**src/rtl/phyirq_pkg.sv**
```systemverilog
package phyirq_pkg;
    localparam int NUM_SRC  = 7;
    localparam int REG_W    = 16;
    localparam int FLAG_LSB = 1;

    typedef logic [NUM_SRC-1:0] src_vec_t;
    typedef logic [REG_W-1:0]   reg_word_t;

    typedef enum logic {
        SEL_FLAG = 1'b0,
        SEL_MASK = 1'b1
    } reg_sel_e;

    // Link status is the one line whose event is a falling edge
    localparam src_vec_t FALL_SRC   = 7'b0001000;
    // Energy detect powers up active, so its flag resets set
    localparam src_vec_t PWRUP_FLAG = 7'b1000000;
    localparam int       PWRUP_IDX  = 6;

    typedef struct packed {
        src_vec_t hit;   // triggering edge seen this cycle
        src_vec_t idle;  // source at its resting level
    } edge_info_t;

    function automatic reg_word_t pack_reg(input src_vec_t v);
        reg_word_t w;
        w = '0;
        w[FLAG_LSB +: NUM_SRC] = v;
        return w;
    endfunction

    function automatic src_vec_t unpack_reg(input reg_word_t w);
        return w[FLAG_LSB +: NUM_SRC];
    endfunction
endpackage

```
**src/rtl/phyirq_edge.sv**
```systemverilog
module phyirq_edge
    import phyirq_pkg::*;
#(
    parameter src_vec_t FALL_MASK = FALL_SRC
) (
    input  logic       clk,
    input  logic       rst,
    input  src_vec_t   stat,
    output edge_info_t info
);
    src_vec_t prev_q;

    // During reset track the inputs so release creates no false edge
    always_ff @(posedge clk) begin
        prev_q <= stat;
    end

    for (genvar i = 0; i < NUM_SRC; i++) begin : g_src
        if (FALL_MASK[i]) begin : g_fall
            assign info.hit[i]  = prev_q[i] & ~stat[i] & ~rst;
            assign info.idle[i] = stat[i];
        end else begin : g_rise
            assign info.hit[i]  = ~prev_q[i] & stat[i] & ~rst;
            assign info.idle[i] = ~stat[i];
        end
    end
endmodule

```
**src/rtl/phyirq_flags.sv**
```systemverilog
module phyirq_flags
    import phyirq_pkg::*;
(
    input  logic       clk,
    input  logic       rst,
    input  edge_info_t info,
    input  src_vec_t   clr_req,
    output src_vec_t   flag_q
);
    logic     pend_q;
    src_vec_t flag_d;

    // Power-up hold: cleared once the energy line is first seen at rest
    always_ff @(posedge clk) begin
        if (rst)
            pend_q <= 1'b1;
        else if (info.idle[PWRUP_IDX])
            pend_q <= 1'b0;
    end

    always_comb begin
        for (int i = 0; i < NUM_SRC; i++) begin
            if (info.hit[i])
                flag_d[i] = 1'b1;
            else if (clr_req[i] && info.idle[i])
                flag_d[i] = 1'b0;
            else if (PWRUP_FLAG[i] && pend_q && info.idle[i])
                flag_d[i] = 1'b0;
            else
                flag_d[i] = flag_q[i];
        end
    end

    always_ff @(posedge clk) begin
        if (rst)
            flag_q <= PWRUP_FLAG;
        else
            flag_q <= flag_d;
    end
endmodule

```
**src/rtl/phyirq_out.sv**
```systemverilog
module phyirq_out
    import phyirq_pkg::*;
(
    input  logic     clk,
    input  logic     rst,
    input  logic     mask_wr,
    input  src_vec_t mask_wdata,
    input  src_vec_t flag_q,
    output src_vec_t mask_q,
    output logic     irq_n
);
    always_ff @(posedge clk) begin
        if (rst)
            mask_q <= '0;
        else if (mask_wr)
            mask_q <= mask_wdata;
    end

    always_ff @(posedge clk) begin
        if (rst)
            irq_n <= 1'b1;
        else
            irq_n <= ~|(flag_q & mask_q);
    end
endmodule

```
**src/rtl/phy_irq_ctrl.sv**
```systemverilog
module phy_irq_ctrl
    import phyirq_pkg::*;
(
    input  logic        clk,
    input  logic        rst,
    input  logic [6:0]  stat_in,
    input  logic        reg_sel,
    input  logic        reg_wr,
    input  logic [15:0] reg_wdata,
    output logic [15:0] reg_rdata,
    output logic        irq_n
);
    reg_sel_e   sel;
    edge_info_t info;
    src_vec_t   clr_req;
    src_vec_t   flag_vec;
    src_vec_t   mask_vec;
    logic       mask_wr;

    assign sel     = reg_sel_e'(reg_sel);
    assign clr_req = (reg_wr && sel == SEL_FLAG) ? unpack_reg(reg_wdata) : '0;
    assign mask_wr = reg_wr && sel == SEL_MASK;

    phyirq_edge #(.FALL_MASK(FALL_SRC)) u_edge (
        .clk  (clk),
        .rst  (rst),
        .stat (stat_in),
        .info (info)
    );

    phyirq_flags u_flags (
        .clk     (clk),
        .rst     (rst),
        .info    (info),
        .clr_req (clr_req),
        .flag_q  (flag_vec)
    );

    phyirq_out u_out (
        .clk        (clk),
        .rst        (rst),
        .mask_wr    (mask_wr),
        .mask_wdata (unpack_reg(reg_wdata)),
        .flag_q     (flag_vec),
        .mask_q     (mask_vec),
        .irq_n      (irq_n)
    );

    assign reg_rdata = (sel == SEL_FLAG) ? pack_reg(flag_vec) : pack_reg(mask_vec);
endmodule

```
**config.mk**
```make
export PLATFORM = sky130hd
export DESIGN_NAME = phy_irq_ctrl
export DESIGN_NICKNAME = d
export VERILOG_FILES = /design/src/rtl/phyirq_pkg.sv /design/src/rtl/phyirq_edge.sv /design/src/rtl/phyirq_flags.sv /design/src/rtl/phyirq_out.sv /design/src/rtl/phy_irq_ctrl.sv
export SDC_FILE = /design/constraint.sdc
export NUM_CORES = 1
export LEC_CHECK = 0
export BUFFER_PORTS_ARGS = -buffer_cell sky130_fd_sc_hd__buf_2
export CORE_MARGIN = 1.5
export CORE_UTILIZATION = 41
export DETAILED_ROUTE_END_ITERATION = 10
export GPL_TIMING_DRIVEN = 1
export PLACE_DENSITY_LB_ADDON = 0.2
export SYNTH_ARGS = -nofsm -noshare
export SYNTH_HDL_FRONTEND = slang
export SYNTH_SLANG_ARGS = --single-unit
```
**constraint.sdc**
```tcl
create_clock -name clk -period 0.9 [get_ports clk]
set_input_delay 0.18 -clock clk [delete_from_list [all_inputs] [get_ports clk]]
set_output_delay 0.18 -clock clk [all_outputs]
set_load 0.05 [all_outputs]
```
==> results of run 1 <==
-- per-stage QoR --
| stage | hold WS (ps) | setup TNS [ps] | instance area [sq um] |
|---|---|---|---|
| finish | 104 | -2880 | 1430 |
| global route | 115 | -3190 | 1430 |
| CTS | 104 | -2830 | 1370 |
| detailed placement | 310 | -3550 | 1170 |
| global placement | 306 | -3330 | 1170 |
| floorplan | 208 | -238 | 1020 |
-- area by class of cell --
type                    instances  area [sq um]  area share
multi-input cells              73           460       0.323
flip-flops and latches         23           474       0.333
inverters                       1          3.75     0.00263
clock buffers                   4          26.3      0.0184
repair buffers                 52           425       0.299
well taps                      28          35.0      0.0246
-- layer usage --
| metal | vias up | track usage | routed length [um] |
|---|---|---|---|
| met3 | 4 | 0.0345 | 57 |
| met2 | 20 | 0.276 | 998 |
| li1 | 435 | - | - |
| met1 | 377 | 0.215 | 1000 |
| met5 | - | 0 | 0 |
| met4 | 0 | 0.0658 | 28 |
-- sequential cells by signal (all words and copies together) (netlist names) --
register        flops
u_flags.flag_q      7
u_out.irq_n         1
u_flags.pend_q      1
u_edge.prev_q       7
u_out.mask_q        7
-- power groups by stage --
stage | clock, W | combinational, W | sequential (W)
2_1_floorplan | 0 | 0.000345 | 0.00113
3_3_place_gp | 0 | 0.000443 | 0.00112
3_5_place_dp | 0 | 0.000448 | 0.00113
4_1_cts | 0.000501 | 0.000536 | 0.00111
5_1_grt | 0.000530 | 0.000605 | 0.00112
6_report | 0.000486 | 0.000568 | 0.00111
-- worst reg2reg max path: stages, from the launching register on --
cell	delay [ps]
dfxtp_2	350
buf_6	110
buf_6	100
a222oi_1	250
a31o_2	210
-- synthesized netlist by cell type --
cell | instances | area, sq um
inv_1 | 1 | 3.75
buf_4 | 10 | 75.1
nor2b_1 | 1 | 6.26
buf_8 | 1 | 15.0
clkbuf_1 | 1 | 3.75
conb_1 | 1 | 3.75
mux2_4 | 3 | 45.0
nand2b_1 | 12 | 75.1
mux2_2 | 4 | 45.0
a21o_1 | 1 | 7.51
a22oi_1 | 2 | 15.0
o21ai_0 | 7 | 35.0
dfxtp_1 | 23 | 460
buf_6 | 1 | 11.3
nand2b_4 | 1 | 13.8
a31o_2 | 1 | 8.76
nand3_1 | 7 | 35.0
buf_2 | 1 | 5.00
a21oi_1 | 14 | 70.1
nand2_1 | 10 | 37.5
a222oi_1 | 1 | 10.0
-- worst max path at each step --
stage,from,to,depth (start not counted)
detailed placement,reg_sel,reg_rdata[3],3
global placement,reg_sel,reg_rdata[6],3
CTS,u_flags.flag_q[1],reg_rdata[2],2
global route,u_flags.flag_q[6],reg_rdata[7],2
finish,u_flags.flag_q[6],reg_rdata[7],2
floorplan,reg_sel,reg_rdata[1],3
-- kinds of logic (layout without fill, tap and decap cells) --
| group | count (synthesis) | after routing | share of synthesized area |
|---|---|---|---|
| buffers and inverters | 15 | 57 | 0.116 |
| multiplexers | 7 | 7 | 0.0917 |
| other | 1 | 9 | 0.00382 |
| AO/OA/AOI/OAI | 26 | 26 | 0.149 |
| flip-flops | 23 | 23 | 0.469 |
| AND/OR/NAND/NOR | 31 | 31 | 0.171 |
-- repair_timing --
action,4_1_cts,5_1_grt
hold buffers,7,0
resized for setup,25,15
pin swaps,3,2
endpoints found under the hold margin,7,0
buffers inserted,4,2
setup endpoints to repair,10,10
==> results by group, run 1 <==
STA
  • Final hold vios: 0
  • # setup viols final: 10
  • Tcrit/Tclk final: 1.40
  • RSZ-0062 raised after global routing: yes
  • Final min period: 1260 ps
  • Final WS setup: -360 ps
  • F_max: 0.794 GHz
  • Fin. max-slew vios: 0
  • Setup Skew: 4.96 ps

Flow run
  • Max cap viols: 0

Clock network
  • Worst-Skew Late Latency: 320 ps
  • Clk root buf: clkbuf_4
  • Clock sinks: 23
  • Clock Path Buffers: 2
  • Reg clk slew, reported paths: 130 ps
  • H-tree levels: 1
  • CTS buffer count: 3
  • CTS tree: done

Setup path
  • Arrival time at the worst endpoint: 1080 ps
  • Crit path cell chain: mux2_4, buf_6
  • Flop2flop setup slack: -160 ps
  • CP delay by family, top: flip-flops
  • RR Endpoint: u_out.irq_n
  • RR Startpoint: u_flags.flag_q[6]
  • CP bufs+invs: 1
  • Worst Path Max Fanout: 2
  • Cell count of the worst reg-to-reg path: 4
  • Largest stage delay, worst path: 350 ps
  • Required @ worst endpoint: 720 ps
  • Slowest stage cell on the critical path: dfxtp_2
  • CP startpoint kind: register
  • CP Class: reg2out
  • CP endpoint kind: output port

Routing
  • Antenna Nets Post-Route: 0
  • DRC Markers: 0
  • DR pass1 iterations: 4
  • Final WL: 2090 um
  • Initial DRC count: 7
  • Vias: 836
  • Wire per inst: 11.5 um
  • Vias per std cell: 4.62

Cells and area
  • N_diodes: 0
  • Area Overhead vs Synth: 45.1%
  • Most frequent cells in the layout: 17 x buf_2, 16 x buf_4, 13 x a21oi_1, 12 x dfxtp_1
  • Most common cell after layout, fill and taps aside: buf_2
  • Final core occ: 0.638
  • Final Non-Filler Cells: 181
  • Share of cells above drive strength 1: 0.458
  • Fin nets: 181
  • Layout fillers: 215

Pwr
  • Internal: 0.00151 W
  • Clock share of power: 0.225
  • Sw frac: 0.303
  • NetSw: 0.000655 W
  • Power share of the combinational group: 0.262
  • Pwr dens: 1520 nW/um^2
  • Maximum vdd drop: 0.00100 V
  • Part of the power in registers: 0.513
  • Tot Pwr: 0.00216 W
  • P_leak: 0.653 nW

Synthesis
  • Sequential element share of the synthesized area: 0.469
  • Synthesis-stage register bit count: 23
  • Synth cell types: 21
  • Post-Syn Area: 982 sq um
  • Cells after Synth: 103
  • Synth Area per Inst: 9.54 sq um
  • Synthesis Warnings: 0

Hold path
  • Hold Path Stages: 3
  • Min-delay worst type: in2reg
  • Worst Hold Launch: reg_wdata[5]
  • Hold worst-path end: u_out.mask_q[4]

Floorplanning
  • Site Rows: 17
  • Die Y: 51.9 um
  • Die X-Extent: 51.9 um
  • Initial Utilization: 0.440
  • Core ar.: 2230 sq um
  • Die area: 2700 sq um
  • Io pins: 44

Outcome
  • Violations in the final reports: setup timing
  • Outcome: finished, violations left

Placed design
  • Detail Placement HPWL: 1380 um
  • Global placer's final weighted congestion: 0.727
  • IO buf count: 25
  • Placed insts: 164
  • Pre-CTS setup slack: -316 ps

GRT
  • Largest net degree at the start of global routing: 17
  • Total grt overflow: 0
  • Initial antenna violation count: 0
  • Global-route wire length before repair: 3360 um
  • Vias in the first global route: 801
  • GRT Util Overall: 0.168
(Power assumes the default switching activity.)
==> run 2, diff against run 1 <==
Settings changed: PLACE_DENSITY_LB_ADDON 0.2 to 0.25.
==> run 2 against run 1 <==
The run still ends with setup timing left. Maximum frequency grew 0.53%. Global-route usage up 0.88 points. Worst setup slack gained 6.7 ps. Highest routed layer unchanged.
==> results by group, run 2 (synthesis results as in run 1) <==
Floorplanning
  • Die area: 2700 sq um
  • Die Y: 51.9 um
  • Core ar.: 2230 sq um
  • Io pins: 44
  • Initial Utilization: 0.440
  • Site Rows: 17
  • Die X-Extent: 51.9 um

GRT
  • Vias in the first global route: 781
  • Total grt overflow: 0
  • Global-route wire length before repair: 3500 um
  • Initial antenna violation count: 0
  • GRT Util Overall: 0.177
  • Largest net degree at the start of global routing: 17

Hold path
  • Worst Hold Launch: reg_wdata[5]
  • Hold worst-path end: u_out.mask_q[4]
  • Min-delay worst type: in2reg
  • Hold Path Stages: 3

Setup path
  • RR Endpoint: u_out.irq_n
  • Cell count of the worst reg-to-reg path: 3
  • Worst Path Max Fanout: 2
  • CP bufs+invs: 1
  • CP endpoint kind: output port
  • Largest stage delay, worst path: 340 ps
  • RR Startpoint: u_flags.flag_q[5]
  • Required @ worst endpoint: 720 ps
  • Arrival time at the worst endpoint: 1070 ps
  • Flop2flop setup slack: -140 ps
  • Crit path cell chain: mux2_4, buf_8
  • CP Class: reg2out
  • Slowest stage cell on the critical path: dfxtp_2
  • CP delay by family, top: flip-flops
  • CP startpoint kind: register

Placed design
  • Detail Placement HPWL: 1390 um
  • Placed insts: 162
  • IO buf count: 25
  • Global placer's final weighted congestion: 0.727

STA
  • Final hold vios: 0
  • RSZ-0062 raised after global routing: yes
  • Final min period: 1250 ps
  • Tcrit/Tclk final: 1.39
  • Setup Skew: 2.56 ps
  • # setup viols final: 10
  • F_max: 0.798 GHz
  • Fin. max-slew vios: 0
  • Final WS setup: -353 ps

Routing
  • Antenna Nets Post-Route: 0
  • Vias: 833
  • DRC Markers: 0
  • Final WL: 2130 um
  • Initial DRC count: 20
  • DR pass1 iterations: 4
  • Wire per inst: 12.0 um
  • Vias per std cell: 4.68

Clock network
  • Worst-Skew Late Latency: 300 ps
  • Clock Path Buffers: 2
  • Reg clk slew, reported paths: 120 ps
  • CTS buffer count: 3
  • Clk root buf: clkbuf_4
  • CTS tree: done
  • Clock sinks: 23
  • H-tree levels: 1

Cells and area
  • N_diodes: 0
  • Fin nets: 178
  • Share of cells above drive strength 1: 0.447
  • Biggest regs: u_edge.prev_q: 7 flops, u_flags.flag_q: 7 flops, u_out.mask_q: 7 flops
  • Final core occ: 0.626
  • Most common cell after layout, fill and taps aside: buf_2
  • Final Non-Filler Cells: 178
  • Area Overhead vs Synth: 42.4%
  • Most frequent cells in the layout: 17 x buf_2, 14 x buf_4, 13 x a21oi_1, 12 x dfxtp_1
  • Layout fillers: 201

Pwr
  • Internal: 0.00150 W
  • Part of the power in registers: 0.523
  • Sw frac: 0.295
  • Maximum vdd drop: 0.000845 V
  • Pwr dens: 1520 nW/um^2
  • Tot Pwr: 0.00212 W
  • P_leak: 0.637 nW
  • Power share of the combinational group: 0.262
  • Clock share of power: 0.215
  • NetSw: 0.000627 W

Outcome
  • Violations in the final reports: setup timing
  • Outcome: finished, violations left

Flow run
  • Max cap viols: 0
-- run 2: changes by cell type in the layout (fill, tap and decap cells not counted) --
cell     change
buf_6        -1
buf_4        -2
o21ai_0      -2
o21ai_1      +2
-- run 2: worst reg2reg max path, cell delays in order (launching register included) --
cell,delay (ps)
dfxtp_2,340
buf_4,130
a222oi_1,320
a31o_2,210
-- run 2: layer usage --
layer | wire length (um) | track usage
met5 | 0 | 0
met4 | 16 | 0.0789
met3 | 105 | 0.0287
met1 | 942 | 0.226
met2 | 1070 | 0.291
-- run 2: how the worst max path moves through the flow --
stage                              end  cells after the start  slack (ps)         startpoint
after global placement    reg_rdata[6]                      3        -270            reg_sel
after detailed placement  reg_rdata[3]                      3        -290            reg_sel
after global routing      reg_rdata[3]                      2        -410  u_flags.flag_q[2]
final                     reg_rdata[3]                      2        -350  u_flags.flag_q[2]
after floorplan           reg_rdata[1]                      3         -70            reg_sel
after CTS                 reg_rdata[3]                      2        -370    u_out.mask_q[2]
-- run 2: power by group through the flow --
stage | Combinational (W) | Clock (W) | Sequential, W
3_3_place_gp | 0.000437 | 0 | 0.00112
6_report | 0.000557 | 0.000456 | 0.00111
3_5_place_dp | 0.000444 | 0 | 0.00113
5_1_grt | 0.000596 | 0.000539 | 0.00112
2_1_floorplan | 0.000345 | 0 | 0.00113
4_1_cts | 0.000538 | 0.000486 | 0.00111
-- run 2: what timing repair did --
item	CTS	global route
setup endpoints to repair	10	11
pin swaps	3	0
hold endpoints to repair	6	1
gates resized for setup	31	10
hold buffers	6	1
buffers inserted	5	0
-- run 2: layout make-up --
type                    count  area, sq um  share of cell area
well taps                  28         35.0              0.0250
inverters                   1         3.75             0.00268
repair buffers             49          399               0.285
flip-flops and latches     23          474               0.339
multi-input cells          73          460               0.329
clock buffers               4         26.3              0.0188
-- run 2: per-stage QoR --
step           worst slack (ps)  hold slack [ps]  area [sq um]  setup TNS (ps)
2_1_floorplan             -73.5              208          1020            -238
3_3_place_gp               -273              305          1150           -4360
3_5_place_dp               -292              310          1150           -4720
4_1_cts                    -368             2.43          1370           -2740
5_1_grt                    -409              108          1400           -3050
6_report                   -353              124          1400           -2600
